[src/rtl/lvds_ser_pkg.sv]
package lvds_ser_pkg;

   typedef enum logic [1:0] {
      MAP_N18  = 2'd0,
      MAP_W24A = 2'd1,
      MAP_W24B = 2'd2,
      MAP_ALT  = 2'd3
   } map_e;

   typedef struct packed {
      logic [7:0] red;
      logic [7:0] grn;
      logic [7:0] blu;
      logic       hs;
      logic       vs;
      logic       de;
   } pix_t;

endpackage

[src/rtl/lvds_slot_counter.sv]
module lvds_slot_counter #(
   parameter int NUM_SLOTS = 7,
   localparam int SW = $clog2(NUM_SLOTS)
) (
   input  logic          clk,
   input  logic          rst,
   input  logic          bit_en,
   output logic [SW-1:0] slot,
   output logic          wrap
);
   localparam logic [SW-1:0] LAST = SW'(NUM_SLOTS - 1);

   if (NUM_SLOTS < 2) begin : g_bad_slots
      $error("NUM_SLOTS must be at least 2");
   end

   assign wrap = bit_en && (slot == LAST);

   always_ff @(posedge clk) begin
      if (rst)          slot <= '0;
      else if (wrap)    slot <= '0;
      else if (bit_en)  slot <= slot + 1'b1;
   end

   a_r1_wraps: assert property (@(posedge clk) disable iff (rst)
      (bit_en && slot == LAST) |=> (slot == '0));
   a_r1_idle_hold: assert property (@(posedge clk) disable iff (rst)
      !bit_en |=> $stable(slot));
   a_r1_in_range: assert property (@(posedge clk) disable iff (rst)
      slot <= LAST);
endmodule

[src/rtl/lvds_pixel_hold.sv]
module lvds_pixel_hold
   import lvds_ser_pkg::*;
(
   input  logic clk,
   input  logic rst,
   input  logic load,
   input  pix_t pix_in,
   input  map_e mode_in,
   input  logic mirror_in,
   output pix_t pix_q,
   output map_e mode_q,
   output logic mirror_q,
   output logic valid_q
);
   always_ff @(posedge clk) begin
      if (rst) begin
         pix_q    <= '0;
         mode_q   <= MAP_N18;
         mirror_q <= 1'b0;
         valid_q  <= 1'b0;
      end else if (load) begin
         pix_q    <= pix_in;
         mode_q   <= mode_in;
         mirror_q <= mirror_in;
         valid_q  <= 1'b1;
      end
   end

   a_r10_hold_pix: assert property (@(posedge clk) disable iff (rst)
      !load |=> ($stable(pix_q) && $stable(mode_q) && $stable(mirror_q)));
   a_r2_valid_sticky: assert property (@(posedge clk) disable iff (rst)
      valid_q |=> valid_q);
endmodule

[src/rtl/lvds_lane_map.sv]
module lvds_lane_map
   import lvds_ser_pkg::*;
#(
   parameter int NUM_LANES = 4,
   parameter int NUM_SLOTS = 7
) (
   input  pix_t pix,
   input  map_e mode,
   output logic [NUM_LANES-1:0][NUM_SLOTS-1:0] words
);
   typedef logic [2:0][6:0] trio_t;

   if (NUM_LANES != 4) begin : g_bad_lanes
      $error("lane map is defined for four data lanes");
   end
   if (NUM_SLOTS != 7) begin : g_bad_slot_cnt
      $error("lane map is defined for seven slots");
   end

   // Shared 3-lane layout on 6-bit colour values; vector bit index = slot.
   function automatic trio_t base3(input logic [5:0] r6, input logic [5:0] g6,
                                   input logic [5:0] b6, input logic hs,
                                   input logic vs, input logic de);
      trio_t t;
      t[0] = {r6[0], r6[1], r6[2], r6[3], r6[4], r6[5], g6[0]};
      t[1] = {g6[1], g6[2], g6[3], g6[4], g6[5], b6[0], b6[1]};
      t[2] = {b6[2], b6[3], b6[4], b6[5], hs, vs, de};
      return t;
   endfunction

   trio_t hi_trio, lo_trio;
   logic [6:0] lane3_a, lane3_b;

   assign hi_trio = base3(pix.red[7:2], pix.grn[7:2], pix.blu[7:2], pix.hs, pix.vs, pix.de);
   assign lo_trio = base3(pix.red[5:0], pix.grn[5:0], pix.blu[5:0], pix.hs, pix.vs, pix.de);
   assign lane3_a = {pix.red[0], pix.red[1], pix.grn[0], pix.grn[1],
                     pix.blu[0], pix.blu[1], 1'b0};
   assign lane3_b = {pix.red[6], pix.red[7], pix.grn[6], pix.grn[7],
                     pix.blu[6], pix.blu[7], 1'b0};

   always_comb begin
      case (mode)
         MAP_W24A: words = {lane3_a, hi_trio};
         MAP_W24B: words = {lane3_b, lo_trio};
         default:  words = {7'd0, hi_trio};
      endcase
   end
endmodule

[src/rtl/lvds_slot_serializer.sv]
module lvds_slot_serializer
   import lvds_ser_pkg::*;
#(
   parameter int         COLOR_W     = 8,
   parameter int         NUM_LANES   = 4,
   parameter int         NUM_SLOTS   = 7,
   parameter logic [6:0] CLK_PATTERN = 7'b1100011,
   localparam int        SW          = $clog2(NUM_SLOTS)
) (
   input  logic               clk,
   input  logic               rst,
   input  logic               bit_en,
   input  logic [COLOR_W-1:0] pix_r,
   input  logic [COLOR_W-1:0] pix_g,
   input  logic [COLOR_W-1:0] pix_b,
   input  logic               pix_hs,
   input  logic               pix_vs,
   input  logic               pix_de,
   input  logic [1:0]         map_sel,
   input  logic               mirror,
   output logic [NUM_LANES-1:0] lane_out,
   output logic               clk_lane
);
   localparam logic [SW-1:0] LAST = SW'(NUM_SLOTS - 1);

   if (COLOR_W != 8) begin : g_bad_color
      $error("COLOR_W must be 8");
   end

   logic [SW-1:0] slot, eff_slot;
   logic          load;
   pix_t          pix_d, pix_q;
   map_e          mode_q;
   logic          mirror_q, valid_q;
   logic [NUM_LANES-1:0][NUM_SLOTS-1:0] words;

   assign pix_d = '{red: pix_r, grn: pix_g, blu: pix_b,
                    hs: pix_hs, vs: pix_vs, de: pix_de};

   lvds_slot_counter #(.NUM_SLOTS(NUM_SLOTS)) u_cnt (
      .clk(clk), .rst(rst), .bit_en(bit_en), .slot(slot), .wrap(load));

   lvds_pixel_hold u_hold (
      .clk(clk), .rst(rst), .load(load), .pix_in(pix_d),
      .mode_in(map_e'(map_sel)), .mirror_in(mirror),
      .pix_q(pix_q), .mode_q(mode_q), .mirror_q(mirror_q), .valid_q(valid_q));

   lvds_lane_map #(.NUM_LANES(NUM_LANES), .NUM_SLOTS(NUM_SLOTS)) u_map (
      .pix(pix_q), .mode(mode_q), .words(words));

   assign eff_slot = mirror_q ? (LAST - slot) : slot;

   for (genvar ln = 0; ln < NUM_LANES; ln++) begin : g_lane
      assign lane_out[ln] = valid_q & words[ln][eff_slot];
   end

   assign clk_lane = valid_q & CLK_PATTERN[slot];

   a_r2_quiet_before_load: assert property (@(posedge clk) disable iff (rst)
      !valid_q |-> (lane_out == '0 && !clk_lane));
   a_r9_clk_high_slot0: assert property (@(posedge clk) disable iff (rst)
      (valid_q && slot == '0) |-> clk_lane);
   a_r9_clk_low_mid: assert property (@(posedge clk) disable iff (rst)
      (valid_q && slot == SW'(3)) |-> !clk_lane);
   a_r3_lane3_idle: assert property (@(posedge clk) disable iff (rst)
      (valid_q && (mode_q == MAP_N18 || mode_q == MAP_ALT)) |-> !lane_out[3]);
   a_r7_ctl3_zero: assert property (@(posedge clk) disable iff (rst)
      (valid_q && !mirror_q && slot == '0) |-> !lane_out[3]);
endmodule

[config.mk]
export PLATFORM = sky130hd
export DESIGN_NAME = lvds_slot_serializer
export DESIGN_NICKNAME = d
export VERILOG_FILES = /design/src/rtl/lvds_ser_pkg.sv /design/src/rtl/lvds_slot_counter.sv /design/src/rtl/lvds_pixel_hold.sv /design/src/rtl/lvds_lane_map.sv /design/src/rtl/lvds_slot_serializer.sv
export SDC_FILE = /design/constraint.sdc
export NUM_CORES = 1
export LEC_CHECK = 0
export BUFFER_PORTS_ARGS = -buffer_cell sky130_fd_sc_hd__buf_2
export CAP_MARGIN = 20
export CORE_UTILIZATION = 54
export CTS_CLUSTER_DIAMETER = 60
export DETAILED_ROUTE_END_ITERATION = 7
export GPL_ROUTABILITY_DRIVEN = 0
export PLACE_DENSITY_LB_ADDON = 0.3
export SLEW_MARGIN = 15
export SYNTH_ARGS = -nofsm -noshare
export SYNTH_HDL_FRONTEND = slang
export SYNTH_SLANG_ARGS = --single-unit
[constraint.sdc]
create_clock -name clk -period 3 [get_ports clk]
set_input_delay 0.6 -clock clk [delete_from_list [all_inputs] [get_ports clk]]
set_output_delay 0.6 -clock clk [all_outputs]
set_load 0.005 [all_outputs]
Yosys cells after proc, flatten, opt, wreduce, memory -nomap -nowiden
Memory sizes are Yosys's and may differ from the RTL's. A register that Yosys moved wholly into a read port is not among the register bits.
Cells that the tools add are included.
- add/subtract/negate cells: 2
- order comparisons: 2
- equality and inequality tests: 3
- multiplexer cells: 13
- bitwise operators: 5
- reduce and logical (&&, ||, !) cells: 2
- operators by type and width (kind ; number):
    case mux 28 bit (2 select lines) ; 1
    binary-select mux 1 bit (select 3 bit) ; 4
    2-to-1 mux 3 bit ; 3
    less-than comparator 3 x 4 -> 1 bit, second input constant ; 2
    bitwise AND 1 bit ; 5
    2-to-1 mux 1 bit ; 5
    adder 3 x 1 -> 3 bit, second input constant ; 1
    == test 3 bit, second input constant ; 1
    subtractor 3 bit, first input constant ; 1
    == test 2 x 1 -> 1 bit, second input constant ; 1
    == test 2 bit, second input constant ; 1
    OR reduction 2 bit ; 1
    logical AND 1 bit ; 1
- bits in registers: 34
- ROM bits: 8
- logic and storage cells: 38
- memories: 1
- memories (memory ; words ; bits a word ; read ports ; clocked after memory_dff ; write ports ; line ; RTL):
    (no name shown) ; 8 ; 1 ; 1 ; 1 ; 0 ; lvds_slot_serializer.sv:57 ; assign clk_lane = valid_q & CLK_PATTERN[slot];

Depth between registers and ports, before layout
- depth in word-level cells: 5
- mapped depth: 9
- depth with buffers taken out: 7

Hierarchy
Synthesis repeated with hierarchy kept, for this count alone.
- cell total of the unflattened synthesis: 219
- area total of the unflattened synthesis: 2053.2 um^2
- modules (own cells, without submodules) (module ; instances ; cells an instance ; area an instance (um^2) ; sequential area each (um^2)):
    lvds_pixel_hold ; 1 ; 100 ; 1123.6 ; 620.6
    lvds_slot_serializer ; 1 ; 56 ; 427.9 ; 0.0
    lvds_lane_map ; 1 ; 45 ; 345.3 ; 0.0
    lvds_slot_counter ; 1 ; 18 ; 156.4 ; 60.1

Least setup slack after synthesis
Ideal clock, no wire load.
- path kind: flip-flop to output port
- from: register u_cnt.slot[0]
- to: output lane_out[0]
- arrival: 1.891 ns
- required time: 2.400 ns
- path slack: 0.509 ns
- cell stages (with the launch flop): 8
- buffers on the path: 0
- cells stage by stage: dfxtp_1 -> inv_1 -> ha_1 -> mux2_4 -> mux2_4 -> a2111oi_4 -> o21a_1 -> nor2_1
- cells in the longest elaborated chain, start to end: 5
- RTL lines (element ; line ; RTL):
    from (decl) ; lvds_slot_counter.sv:8 ; output logic [SW-1:0] slot,
    from (signal assigned) ; lvds_slot_counter.sv:22 ; else if (bit_en) slot <= slot + 1'b1;
    subtractor 3 bit ; lvds_slot_serializer.sv:51 ; assign eff_slot = mirror_q ? (LAST - slot) : slot;
    2-to-1 mux 3 bit (*) ; lvds_slot_serializer.sv:51 ;
    binary-select mux 1 bit (select 3 bit) (*) ; lvds_slot_serializer.sv:54 ; assign lane_out[ln] = valid_q & words[ln][eff_slot];
    2-to-1 mux 1 bit (not written as such) (*) ; lvds_slot_serializer.sv:54 ;
    bitwise AND 1 bit (*) ; lvds_slot_serializer.sv:54 ;
    to (decl) ; lvds_slot_serializer.sv:21 ; output logic [NUM_LANES-1:0] lane_out,
Mark *: on every way between the ends. The rest lies on a longest branch, timed or not. The select of a mux whose other input is x is not followed.

Worst setup path in the final report
- from: register u_cnt.slot[0]
- to: output lane_out[1]
Same word-level chain as after synthesis.

==> metrics.md <==
| Metric | Value |
|---|---|
| Status | `finished, final reports clean` |
| Slowest-stage cell, CP | `dfxtp_4` |
| Fin Hold WS | `0.468 ns` |
| Share of layout cells above drive strength 1 | `27.0%` |
| Worst slew pin tran | `0.614 ns` |
| Setup TNS | `0 ns` |
| GRT overflow | `0` |
| Met2 usage | `39.7%` |
| Total die area | `0.00358 mm^2` |
| Clk sinks | `35` |
| Hold Buf Count CTS | `0` |
| Nets | `303` |
| CTS buffer count | `5` |
| CP arrival | `2.32 ns` |
| Crit Path Max Fanout | `8` |
| Worst-skew pair later-pin latency | `0.33 ns` |
| Ports | `38` |
| Total wire length | `4210 um` |
| Final worst path period share | `97.4%` |
| Hold Path Class | `reg2reg` |
| Mapped cell area | `0.00181 mm^2` |
| Synth Register Bits | `35` |
| Max-Cap Viols | `0` |
| CP Data Required Time | `2.40 ns` |
| DR vias | `1786` |
| Synth Area in XOR/XNOR | `0.970%` |
| Post-DP HPWL | `3020 um` |
| Root Driver | `clkbuf_4` |
| Tot GR Track Use | `25.5%` |
| Final Hold Viols | `0` |
| Cell Pwr Density | `410 mW/mm^2` |
| First-pass GRT wire length | `6780 um` |
| Largest net degree at the start of global routing | `37` |
| Simple-gate share of the synthesized area | `21.1%` |
| CTS tree | `built` |
| Initial antenna violation count | `0` |
| Main combinational cell family by area after synthesis | `compound AO/OA/AOI/OAI gates` |
| H-tree Lvls | `2` |
| Compound-gate portion of the synthesized area | `26.7%` |
| Post-synthesis sequential area ratio | `38.8%` |
| Syn nets | `268` |
| Clk_skew | `0.00485 ns` |
| M3 GR Usage | `5.63%` |
| Cell count after synthesis | `231` |
| Maximum operating frequency | `342 MHz` |
| ANT nets after route | `0` |
| Layout area overhead | `19.8%` |
| CP startpoint kind | `flip-flop` |
| Peak supply drop | `0.000293 V` |
| Max-slew headroom | `59.1%` |
| Worst setup path class | `reg2out` |
| Vias per cell | `5.74` |
| Slew Viols, Final | `0` |
| Iter 0 DRT Violations | `131` |
| Mux share of post-synthesis cell area | `4.02%` |
| Syn Area/Cell | `7.82 um^2` |
| Routed length per instance | `13.5 um` |
| Yosys warns | `0` |
| CP Capture Type | `output pin` |
| Pleak | `0.790 nW` |
| Min Tclk post-route | `2.92 ns` |
| Initial Utilization | `58.2%` |
| Drt pass-1 iters | `4` |
| Port buffer count | `37` |
| Synth Area in Adders | `2.77%` |
| Worst path cell trace | `inv_6 -> ha_4 -> mux2_4 -> mux2_4 -> a221o_1 -> a21oi_2 -> nor3_1 -> buf_2` |
| Die Y | `59.8 um` |
| Met1 usage | `32.2%` |
| Max Root-Sink Buffers | `2` |
| CP peak stage delay | `0.40 ns` |
| Diode count | `0` |
| Core Region | `0.00310 mm^2` |
| Worst path most repeated cell | `mux2_4` |
| Post-synthesis cell type count | `40` |
| Chip width | `59.8 um` |
| Most used routing layer | `met2` |
| Setup violators final | `0` |
| Vias in the first global route | `1532` |
| # DRC | `0` |
| Rows | `20` |
| Reg clk slew, reported paths | `0.10 ns` |
## cell type report
type                    instances  area [um^2]
repair buffers                 47          260
flip-flops and latches         35          711
fillers                       277          938
multi-input cells             173         1050
inverters                       4         20.0
clock buffers                   8         68.8
well taps                      44         55.1
## worst paths after layout
check,start,endpoint,slack [ns],cells after the start
worst max register to register,u_cnt.slot[0],flip-flop,1.10,5
worst max-delay path,u_cnt.slot[0],lane_out[1],0.08,8
worst min-delay path,u_hold.pix_q[1],u_hold.pix_q[1],0.47,2
worst min register to register,u_hold.pix_q[1],u_hold.pix_q[1],0.47,2
## timing repair
action	CTS	global route
endpoints found under the setup margin	4	4
endpoints found under the hold margin	0	0
gates resized for setup	8	9
setup buffers	0	4
pin swaps	0	2
## placed cells by master, fill, tap and decap left out, types with 2 or more instances in the layout
cell type,synthesis,layout
a221o_1,4,4
mux2_4,2,2
clkbuf_4,0,5
nor2_1,8,8
ha_4,0,2
dfxtp_1,35,31
and2_1,2,2
ha_1,4,2
a221oi_1,10,9
buf_2,5,37
nand2_1,67,67
dfxtp_2,0,2
inv_1,4,3
buf_4,1,10
clkbuf_8,0,2
and3_1,3,3
a22oi_1,5,5
nor3_1,6,6
a21oi_1,35,35
dfxtp_4,0,2
o21ai_0,4,4
## layer usage
| metal | share of wire (%) | up-vias | wire [um] |
|---|---|---|---|
| li1 | - | 888 | - |
| met1 | 44 | 821 | 1840 |
| met2 | 48 | 66 | 2020 |
| met3 | 6.0 | 11 | 251 |
| met4 | 2.4 | 0 | 100 |
| met5 | 0 | - | 0 |
## synthesized netlist by cell type (all sizes together)
cell type / count / area [um^2]
and2: 2 / 12.5
nor2b: 1 / 6.26
o21ai: 4 / 20.0
a221oi: 10 / 87.6
ha: 4 / 50.1
mux2i: 2 / 20.0
clkbuf: 9 / 33.8
a2111oi: 3 / 46.3
a21oi: 36 / 184
or3: 1 / 6.26
mux4: 1 / 22.5
o32a: 1 / 10.0
a221o: 4 / 40.0
dfxtp: 35 / 701
a31oi: 1 / 6.26
a32oi: 1 / 8.76
o21a: 1 / 7.51
nor3: 6 / 30.0
nand3: 1 / 5.00
o32ai: 1 / 8.76
a22oi: 5 / 37.5
o31ai: 1 / 7.51
o2111ai: 1 / 8.76
or2: 2 / 12.5
and2b: 1 / 7.51
buf: 10 / 55.1
a211o: 1 / 8.76
and3: 3 / 18.8
nand2: 67 / 251
xnor2: 2 / 17.5
inv: 4 / 15.0
nor2: 8 / 30.0
mux2: 2 / 30.0
## sequential cells by signal, indices dropped and copies added (netlist names), named ones only
signal	count
u_cnt.slot	3
u_hold.mirror_q	1
u_hold.mode_q	2
u_hold.pix_q	27
u_hold.valid_q	1
## per-stage QoR
step / instances / util, % / area [um^2] / setup slack, ns / power [W]
after floorplan: 231 / - / 1810 / 0.509 / 0.000555
after global placement: 299 / 64.6 / 2000 / 0.172 / 0.000589
after detailed placement: 299 / 64.6 / 2000 / 0.112 / 0.000591
after CTS: 307 / 67.7 / 2100 / 0.00525 / 0.000878
after global routing: 311 / 69.8 / 2160 / -0.00289 / 0.000931
final: 311 / 69.8 / 2160 / 0.0779 / 0.000887
## critical path, delay by kind of cell (launching register included)
family,cells,cell delay (ns)
buf+inv,2,0.18
compound gates,2,0.46
mux,2,0.66
simple gates,1,0.06
fa+ha+maj,1,0.23
flops,1,0.40
## logic make-up (layout without fill, tap and decap cells)
logic type / Yosys count / count (layout)
and+or+nand+nor: 92 / 92
AOI/OAI and AO/OA: 70 / 70
DFF: 35 / 35
buffers and inverters: 23 / 59
muxes: 5 / 5
adders and majority gates: 4 / 4
xor gates and xnor gates: 2 / 2
## where the power goes
group	total, W	internal, W	switching [W]	leakage (nW)
clock	0.000287	0.000138	0.000149	0.0386
combinational	0.000121	0.0000632	0.0000580	0.466
sequential	0.000478	0.000470	0.00000802	0.285
total	0.000887	0.000671	0.000216	0.790
Power figures use the tool's default switching activity.
